## config.mk

```make
export PLATFORM = sky130hd
export DESIGN_NAME = hpm_mailbox
export DESIGN_NICKNAME = d
export VERILOG_FILES = /design/src/rtl/hpm_pkg.sv /design/src/rtl/hpm_sync.sv /design/src/rtl/hpm_host_fsm.sv /design/src/rtl/hpm_regfile.sv /design/src/rtl/hpm_mailbox.sv
export SDC_FILE = /design/constraint.sdc
export NUM_CORES = 1
export LEC_CHECK = 0
export ABC_AREA = 1
export CAP_MARGIN = 20
export CORE_AREA = 2 2 97 99
export CTS_BUF_LIST = sky130_fd_sc_hd__clkbuf_4 sky130_fd_sc_hd__clkbuf_8
export DETAILED_ROUTE_END_ITERATION = 6
export DIE_AREA = 0 0 99 101
export PLACE_DENSITY = 0.71
export SLEW_MARGIN = 20
export SYNTH_ARGS = -nofsm -noshare
export SYNTH_HDL_FRONTEND = slang
export SYNTH_SLANG_ARGS = --single-unit
```

## constraint.sdc

```tcl
create_clock -name clk -period 1.6 [get_ports clk]
set_input_delay 0.32 -clock clk [delete_from_list [all_inputs] [get_ports clk]]
set_output_delay 0.32 -clock clk [all_outputs]
set_load 0.03 [all_outputs]
```

## src/rtl/hpm_pkg.sv

```systemverilog
package hpm_pkg;

    typedef enum logic [2:0] {
        ST_IDLE      = 3'd0,
        ST_WR_HOLD   = 3'd1,
        ST_WR_COMMIT = 3'd2,
        ST_RD_OPEN   = 3'd3,
        ST_RD_HOLD   = 3'd4
    } hs_state_e;

    // register indices that carry behaviour
    localparam int unsigned REG_CTRL      = 0;
    localparam int unsigned REG_TO_HOST   = 3;
    localparam int unsigned REG_TO_PROC   = 7;

    // control word bit positions
    localparam int unsigned CTL_EN_HOST   = 0;
    localparam int unsigned CTL_EN_PROC   = 1;
    localparam int unsigned CTL_FLG_HOST  = 4;
    localparam int unsigned CTL_FLG_PROC  = 5;

endpackage

```

## src/rtl/hpm_sync.sv

```systemverilog
module hpm_sync #(
    parameter int unsigned W      = 3,
    parameter int unsigned STAGES = 2,
    parameter logic [W-1:0] RST_VAL = '1
) (
    input  logic         clk,
    input  logic         rst_n,
    input  logic [W-1:0] d,
    output logic [W-1:0] q
);
    logic [W-1:0] stage [STAGES];

    genvar g;
    generate
        for (g = 0; g < STAGES; g++) begin : g_stage
            if (g == 0) begin : g_first
                always_ff @(posedge clk or negedge rst_n) begin
                    if (!rst_n) stage[0] <= RST_VAL;
                    else        stage[0] <= d;
                end
            end else begin : g_next
                always_ff @(posedge clk or negedge rst_n) begin
                    if (!rst_n) stage[g] <= RST_VAL;
                    else        stage[g] <= stage[g-1];
                end
            end
        end
    endgenerate

    assign q = stage[STAGES-1];
endmodule

```

## src/rtl/hpm_host_fsm.sv

```systemverilog
module hpm_host_fsm
    import hpm_pkg::*;
#(
    parameter int unsigned AW = 3,
    parameter int unsigned DW = 8
) (
    input  logic          clk,
    input  logic          rst_n,
    input  logic          cs_act,
    input  logic          rd_act,
    input  logic          wr_act,
    input  logic [AW-1:0] h_sel,
    input  logic [DW-1:0] h_din,
    output logic          wr_commit,
    output logic          rd_open,
    output logic [AW-1:0] cap_sel,
    output logic [DW-1:0] cap_data
);
    hs_state_e state_q, state_d;
    logic      wr_go, rd_go;

    assign wr_go = cs_act && wr_act;
    assign rd_go = cs_act && rd_act;

    // state register
    always_ff @(posedge clk or negedge rst_n) begin
        if (!rst_n) state_q <= ST_IDLE;
        else        state_q <= state_d;
    end

    // transitions
    always_comb begin
        state_d = state_q;
        unique case (state_q)
            ST_IDLE: begin
                if (wr_go)      state_d = ST_WR_HOLD;
                else if (rd_go) state_d = ST_RD_OPEN;
            end
            ST_WR_HOLD:   if (!wr_go) state_d = ST_WR_COMMIT;
            ST_WR_COMMIT: state_d = ST_IDLE;
            ST_RD_OPEN:   state_d = rd_go ? ST_RD_HOLD : ST_IDLE;
            ST_RD_HOLD:   if (!rd_go) state_d = ST_IDLE;
            default:      state_d = ST_IDLE;
        endcase
    end

    // outputs
    always_comb begin
        wr_commit = 1'b0;
        rd_open   = 1'b0;
        unique case (state_q)
            ST_WR_COMMIT: wr_commit = 1'b1;
            ST_RD_OPEN:   rd_open   = 1'b1;
            default: ;
        endcase
    end

    // select/data capture, frozen during the commit cycle
    always_ff @(posedge clk or negedge rst_n) begin
        if (!rst_n) begin
            cap_sel  <= '0;
            cap_data <= '0;
        end else if (state_q != ST_WR_COMMIT) begin
            cap_sel  <= h_sel;
            cap_data <= h_din;
        end
    end

    assert_commit_pulse_R3: assert property (@(posedge clk) disable iff (!rst_n)
        wr_commit |=> !wr_commit);
    assert_read_open_pulse_R6: assert property (@(posedge clk) disable iff (!rst_n)
        rd_open |=> !rd_open);
    assert_commit_needs_release_R3: assert property (@(posedge clk) disable iff (!rst_n)
        (wr_go && state_q == ST_WR_HOLD) |=> !wr_commit);
endmodule

```

## src/rtl/hpm_regfile.sv

```systemverilog
module hpm_regfile
    import hpm_pkg::*;
#(
    parameter int unsigned AW = 3,
    parameter int unsigned DW = 8
) (
    input  logic          clk,
    input  logic          rst_n,
    input  logic          p_wr,
    input  logic          p_rd,
    input  logic [AW-1:0] p_addr,
    input  logic [DW-1:0] p_wdata,
    output logic [DW-1:0] p_rdata,
    input  logic          h_commit,
    input  logic [AW-1:0] h_wsel,
    input  logic [DW-1:0] h_wdata,
    input  logic          h_open,
    input  logic [AW-1:0] h_rsel,
    input  logic [AW-1:0] h_sel,
    output logic [DW-1:0] h_rdata,
    output logic          host_flag,
    output logic          proc_flag
);
    localparam int unsigned NREG = 1 << AW;
    localparam int unsigned HALF = NREG / 2;
    localparam logic [DW-1:0] CTRL_MASK =
        DW'((1 << CTL_EN_HOST) | (1 << CTL_EN_PROC));

    logic [DW-1:0] mem [NREG];
    logic [DW-1:0] ctrl_view;
    logic          ctrl_wr, en_host_nx, en_proc_nx;
    logic          host_set, host_clr, proc_set, proc_clr;

    genvar i;
    generate
        for (i = 0; i < NREG; i++) begin : g_reg
            if (i == REG_CTRL) begin : g_ctrl
                always_ff @(posedge clk or negedge rst_n) begin
                    if (!rst_n) mem[i] <= '0;
                    else if (p_wr && p_addr == AW'(i)) mem[i] <= p_wdata & CTRL_MASK;
                end
            end else if (i < HALF) begin : g_proc_owned
                always_ff @(posedge clk or negedge rst_n) begin
                    if (!rst_n) mem[i] <= '0;
                    else if (p_wr && p_addr == AW'(i)) mem[i] <= p_wdata;
                end
            end else begin : g_host_owned
                always_ff @(posedge clk or negedge rst_n) begin
                    if (!rst_n) mem[i] <= '0;
                    else if (h_commit && h_wsel == AW'(i)) mem[i] <= h_wdata;
                end
            end
        end
    endgenerate

    assign ctrl_wr    = p_wr && (p_addr == AW'(REG_CTRL));
    assign en_host_nx = ctrl_wr ? p_wdata[CTL_EN_HOST] : mem[REG_CTRL][CTL_EN_HOST];
    assign en_proc_nx = ctrl_wr ? p_wdata[CTL_EN_PROC] : mem[REG_CTRL][CTL_EN_PROC];

    assign host_set = p_wr && (p_addr == AW'(REG_TO_HOST)) && en_host_nx;
    assign host_clr = h_open && (h_rsel == AW'(REG_TO_HOST));
    assign proc_set = h_commit && (h_wsel == AW'(REG_TO_PROC)) && en_proc_nx;
    assign proc_clr = p_rd && (p_addr == AW'(REG_TO_PROC));

    always_ff @(posedge clk or negedge rst_n) begin
        if (!rst_n) begin
            host_flag <= 1'b0;
            proc_flag <= 1'b0;
        end else begin
            if (!en_host_nx)   host_flag <= 1'b0;
            else if (host_set) host_flag <= 1'b1;
            else if (host_clr) host_flag <= 1'b0;

            if (!en_proc_nx)   proc_flag <= 1'b0;
            else if (proc_set) proc_flag <= 1'b1;
            else if (proc_clr) proc_flag <= 1'b0;
        end
    end

    always_comb begin
        ctrl_view = mem[REG_CTRL];
        ctrl_view[CTL_FLG_HOST] = host_flag;
        ctrl_view[CTL_FLG_PROC] = proc_flag;
    end

    assign p_rdata = (p_addr == AW'(REG_CTRL)) ? ctrl_view : mem[p_addr];
    assign h_rdata = (h_sel  == AW'(REG_CTRL)) ? ctrl_view : mem[h_sel];

    assert_host_irq_raise_R6: assert property (@(posedge clk) disable iff (!rst_n)
        (p_wr && p_addr == AW'(REG_TO_HOST) && mem[REG_CTRL][CTL_EN_HOST]) |=> host_flag);
    assert_host_irq_release_R6: assert property (@(posedge clk) disable iff (!rst_n)
        (host_clr && !host_set) |=> !host_flag);
    assert_proc_irq_release_R7: assert property (@(posedge clk) disable iff (!rst_n)
        (proc_clr && !proc_set) |=> !proc_flag);
    assert_disabled_host_quiet_R8: assert property (@(posedge clk) disable iff (!rst_n)
        !mem[REG_CTRL][CTL_EN_HOST] |-> !host_flag);
    assert_disabled_proc_quiet_R8: assert property (@(posedge clk) disable iff (!rst_n)
        !mem[REG_CTRL][CTL_EN_PROC] |-> !proc_flag);
    assert_host_ro_low_R4: assert property (@(posedge clk) disable iff (!rst_n)
        (h_commit && !h_wsel[AW-1] && !p_wr) |=>
        ($stable(mem[0]) && $stable(mem[1]) && $stable(mem[HALF-1])));
    assert_proc_ro_high_R2: assert property (@(posedge clk) disable iff (!rst_n)
        (p_wr && p_addr[AW-1] && !h_commit) |=>
        ($stable(mem[HALF]) && $stable(mem[NREG-1])));
endmodule

```

## src/rtl/hpm_mailbox.sv

```systemverilog
module hpm_mailbox
    import hpm_pkg::*;
#(
    parameter int unsigned AW          = 3,
    parameter int unsigned DW          = 8,
    parameter int unsigned SYNC_STAGES = 2
) (
    input  logic          clk,
    input  logic          rst_n,
    input  logic [AW-1:0] h_sel,
    input  logic          h_cs_n,
    input  logic          h_rd_n,
    input  logic          h_wr_n,
    input  logic [DW-1:0] h_data_in,
    output logic [DW-1:0] h_data_out,
    output logic          h_data_oe,
    output logic          h_irq_n,
    input  logic [AW-1:0] p_addr,
    input  logic          p_wr,
    input  logic          p_rd,
    input  logic [DW-1:0] p_wdata,
    output logic [DW-1:0] p_rdata,
    output logic          p_irq
);
    logic [2:0]    strobe_q;
    logic          wr_commit, rd_open, host_flag, proc_flag;
    logic [AW-1:0] cap_sel;
    logic [DW-1:0] cap_data;

    hpm_sync #(.W(3), .STAGES(SYNC_STAGES), .RST_VAL(3'b111)) u_sync (
        .clk   (clk),
        .rst_n (rst_n),
        .d     ({h_cs_n, h_rd_n, h_wr_n}),
        .q     (strobe_q)
    );

    hpm_host_fsm #(.AW(AW), .DW(DW)) u_fsm (
        .clk       (clk),
        .rst_n     (rst_n),
        .cs_act    (!strobe_q[2]),
        .rd_act    (!strobe_q[1]),
        .wr_act    (!strobe_q[0]),
        .h_sel     (h_sel),
        .h_din     (h_data_in),
        .wr_commit (wr_commit),
        .rd_open   (rd_open),
        .cap_sel   (cap_sel),
        .cap_data  (cap_data)
    );

    hpm_regfile #(.AW(AW), .DW(DW)) u_regs (
        .clk       (clk),
        .rst_n     (rst_n),
        .p_wr      (p_wr),
        .p_rd      (p_rd),
        .p_addr    (p_addr),
        .p_wdata   (p_wdata),
        .p_rdata   (p_rdata),
        .h_commit  (wr_commit),
        .h_wsel    (cap_sel),
        .h_wdata   (cap_data),
        .h_open    (rd_open),
        .h_rsel    (cap_sel),
        .h_sel     (h_sel),
        .h_rdata   (h_data_out),
        .host_flag (host_flag),
        .proc_flag (proc_flag)
    );

    assign h_data_oe = !h_cs_n && !h_rd_n;
    assign h_irq_n   = !host_flag;
    assign p_irq     = proc_flag;

    assert_irq_low_needs_enable_R8: assert property (@(posedge clk) disable iff (!rst_n)
        $fell(h_irq_n) |-> $past(p_wr) && ($past(p_addr) == AW'(REG_TO_HOST)));
endmodule

```

==> results.json <==
{
  "cts.reportedPaths.clkPinSlew_ps": 100,
  "synth_nets": 631,
  "whs_ps": 357,
  "diodes": 0,
  "clock_latency_ps": 360,
  "place_area_sq_mm": 0.00505,
  "io_pins": 48,
  "cts_buffers": 9,
  "rows": 35,
  "ys_ff_latch": 80,
  "timing.final.setup_violations": 15,
  "cp_data_arrival_time_ps": 1360,
  "hold_viol": 0,
  "crit_top_cell": "nand3_1",
  "critPathBufInv": 3,
  "power_density_mw_per_mm2": 1330,
  "finalCritPeriodShare_pct": 105,
  "die_y_um": 101,
  "clk_path_buf_depth": 2,
  "areaGrowthSynthToFinish_pct": 30.8,
  "synth_ff_type": "dfrtp_1",
  "cap_violations": 0,
  "p_total_w": 0.00763,
  "crit_family": "flip-flops",
  "critPathSlowestCell": "dfrtp_1",
  "grtUsageTotal_pct": 24.7,
  "post_drt_wl_per_cell_um": 14.6,
  "grt_pass1_wl_mm": 19.6,
  "grt_overflow_total": 0,
  "ant_nets": 0,
  "critical_path_class": "reg2out",
  "netlist_area_sq_mm": 0.00439,
  "viasPerCell": 5.14,
  "ys_seq_area_share_pct": 45.8,
  "die_w_um": 99,
  "final_area_sq_mm": 0.00574,
  "drive_above_1_share_pct": 28.3,
  "die_area_sq_mm": 0.0100,
  "startpoint_type": "flip-flop",
  "slew-limit-headroom_pct": 70.5,
  "antenna_found_initial": 0,
  "synth_area_leaders": "dfrtp_1 (42%), nand2_1 (19%), nand3_1 (6.4%)",
  "async_flop_share_pct": 100,
  "dp_hpwl_mm": 8.06,
  "drtIter0Drc": 190,
  "cts_sinks": 80,
  "yosysUniqueCellTypes": 29,
  "slowest_delay_ps": 400,
  "synth-edff-count": 0,
  "nets": 720,
  "rsz0062_at_grt": "true",
  "grt_pass1_vias": 3936,
  "drv_slew": 0,
  "min_period_ps": 1680,
  "yosys.area.top_type": "dfrtp_1",
  "irDropWorstVdd_uv": 705,
  "cp_max_fo": 2,
  "tightest_slew_ps": 442,
  "min_path_type": "in2reg",
  "yosys_warnings": 0,
  "failed_checks": "negative setup slack",
  "finalWirelength_mm": 11.8,
  "synthCells": 602,
  "cp-end-kind": "output port",
  "htreeDepth": 3,
  "worst_slack_ps": -79.6,
  "initial_core_util_pct": 48.9,
  "p_leak_nw": 2.91,
  "drc_errors": 0,
  "required_ps": 1280,
  "fmaxAchievable_mhz": 595,
  "postSynthAreaPerCell_sq_um": 7.29,
  "grt_max_degree": 81,
  "core_area_sq_mm": 0.00898,
  "drtPass1Iterations": 5,
  "cts_tree": "done",
  "status": "finished, violations left",
  "synth_top_area_share_pct": 42.2,
  "portBuffers": 47,
  "crit_chain": "inv_1 > nand2_1 > nand3_1 > nand3_1 > nand2_2 > inv_2 > buf_6",
  "place.gp.congestion": 0.939,
  "root_buffer": "clkbuf_8",
  "final.setup_skew_ps": 6.96,
  "vias": 4145
}
-- area by class of cell --
class | instances | area [sq um]
clock buffer | 10 | 138
clock inverter | 6 | 50.0
fill | 795 | 3240
inverter | 73 | 293
multi-input combinational | 422 | 2050
sequential | 80 | 2010
tap | 111 | 139
timing repair buffer | 104 | 1050
timing repair inverter | 1 | 7.51
-- routing by layer --
layer	global-route usage, %	share of wire, %	vias to the layer above	routed length, um
met5	0	0	-	0
met4	8.96	2.0	0	240
met3	3.40	6.2	21	731
met2	38.5	46	144	5440
met1	35.4	46	1923	5400
li1	-	-	2057	-
-- logic make-up after synthesis --
logic type	synth area share, %
AND/OR/NAND/NOR	32.7
buffers and inverters	10.4
AO/OA/AOI/OAI	11.1
flip-flops	45.8
-- flip-flops by register name, summed over array words and instances, names as in the netlist --
| signal | flops |
|---|---|
| u_regs.mem | 56 |
| u_fsm.cap_data | 8 |
| u_fsm.cap_sel | 3 |
| u_fsm.state_q | 3 |
| u_sync.q | 3 |
| u_sync.stage | 3 |
| u_regs.ctrl_view | 2 |
| u_regs.host_flag | 1 |
| u_regs.proc_flag | 1 |
-- path summary, 6_finish.rpt --
kind	from	endpoint	slack [ps]	cells after the start
setup reg to reg	u_fsm.state_q[2]	u_regs.mem[12]	230	6
min in group asynchronous	rst_n	u_fsm.cap_data[0]	520	3
max in group asynchronous	rst_n	u_sync.stage[3]	760	3
hold reg to reg	u_sync.stage[4]	u_sync.q[1]	360	0
hold / removal	h_wr_n	u_sync.stage[3]	360	1
setup / recovery	u_regs.host_flag	h_data_out[4]	-80	7
-- cells in the mapped netlist (2+ instances only) --
| library cell | count |
|---|---|
| and2_1 | 4 |
| nand2_4 | 3 |
| nand2_2 | 6 |
| dfrtp_1 | 74 |
| o21ai_0 | 23 |
| o21ai_1 | 46 |
| nor2_1 | 28 |
| o21ai_2 | 10 |
| nand2_1 | 224 |
| nor3_1 | 2 |
| nor3_2 | 2 |
| a21oi_1 | 9 |
| buf_2 | 15 |
| buf_1 | 2 |
| nor2_4 | 3 |
| dfstp_2 | 6 |
| inv_1 | 66 |
| buf_6 | 7 |
| inv_2 | 5 |
| nand3_2 | 2 |
| nand3_1 | 56 |
| clkbuf_1 | 2 |
-- worst reg2reg max path, stage by stage, from the launching register on --
cell and delay [ps]:
dfrtp_1 420, inv_1 120, nand3_4 130, inv_2 120, nand2_2 240, nand2_1 160
o21ai_2 60
-- stage by stage --
step                      worst slack (ps)  TNS, ps  instances  util, %
final                                -79.6     -644        807     64.0
after global routing                  -124    -1490        807     64.0
after CTS                            -72.1     -541        794     62.3
after detailed placement              -445   -12390        759     56.2
after global placement                -426   -11300        759     56.2
after floorplan                        113        0        602        -
-- cells in the final DEF (no fill, tap or decap) --
cell,instances
nand2_1,213
dfrtp_1,74
nand3_1,47
o21ai_1,46
buf_4,45
inv_1,40
inv_2,28
nor2_1,27
clkdlybuf4s50_1,21
buf_6,21
o21ai_2,18
nand2_2,17
o21ai_0,15
nand3_2,11
clkbuf_8,10
a21oi_1,9
buf_12,6
dfstp_2,6
nor2_4,4
clkinvlp_4,4
and2_4,4
dlygate4sd2_1,4
nand2_4,3
inv_4,3
buf_2,3
nor3_2,2
inv_6,2
clkinv_4,2
buf_16,2
inv_8,1
nor3_4,1
nor2_2,1
nand3_4,1
or2_2,1
nor3_1,1
o21bai_1,1
bufbuf_16,1
dlygate4sd3_1,1
-- where the power goes --
group          switching (W)  leakage, nW  internal, W
sequential          0.000515        0.995      0.00264
combinational        0.00169         1.83      0.00133
clock               0.000836       0.0895     0.000622
-- repair_timing --
| action | CTS | global route |
|---|---|---|
| pin swaps | 25 | 25 |
| gates resized for setup | 101 | 19 |
| cloned | 4 | 0 |
| hold endpoints to repair | 74 | 0 |
| hold buffers | 1 | 0 |
| setup buffers | 14 | 13 |
| setup endpoints to repair | 18 | 17 |
No activity file was read; power rests on OpenSTA's default activity.
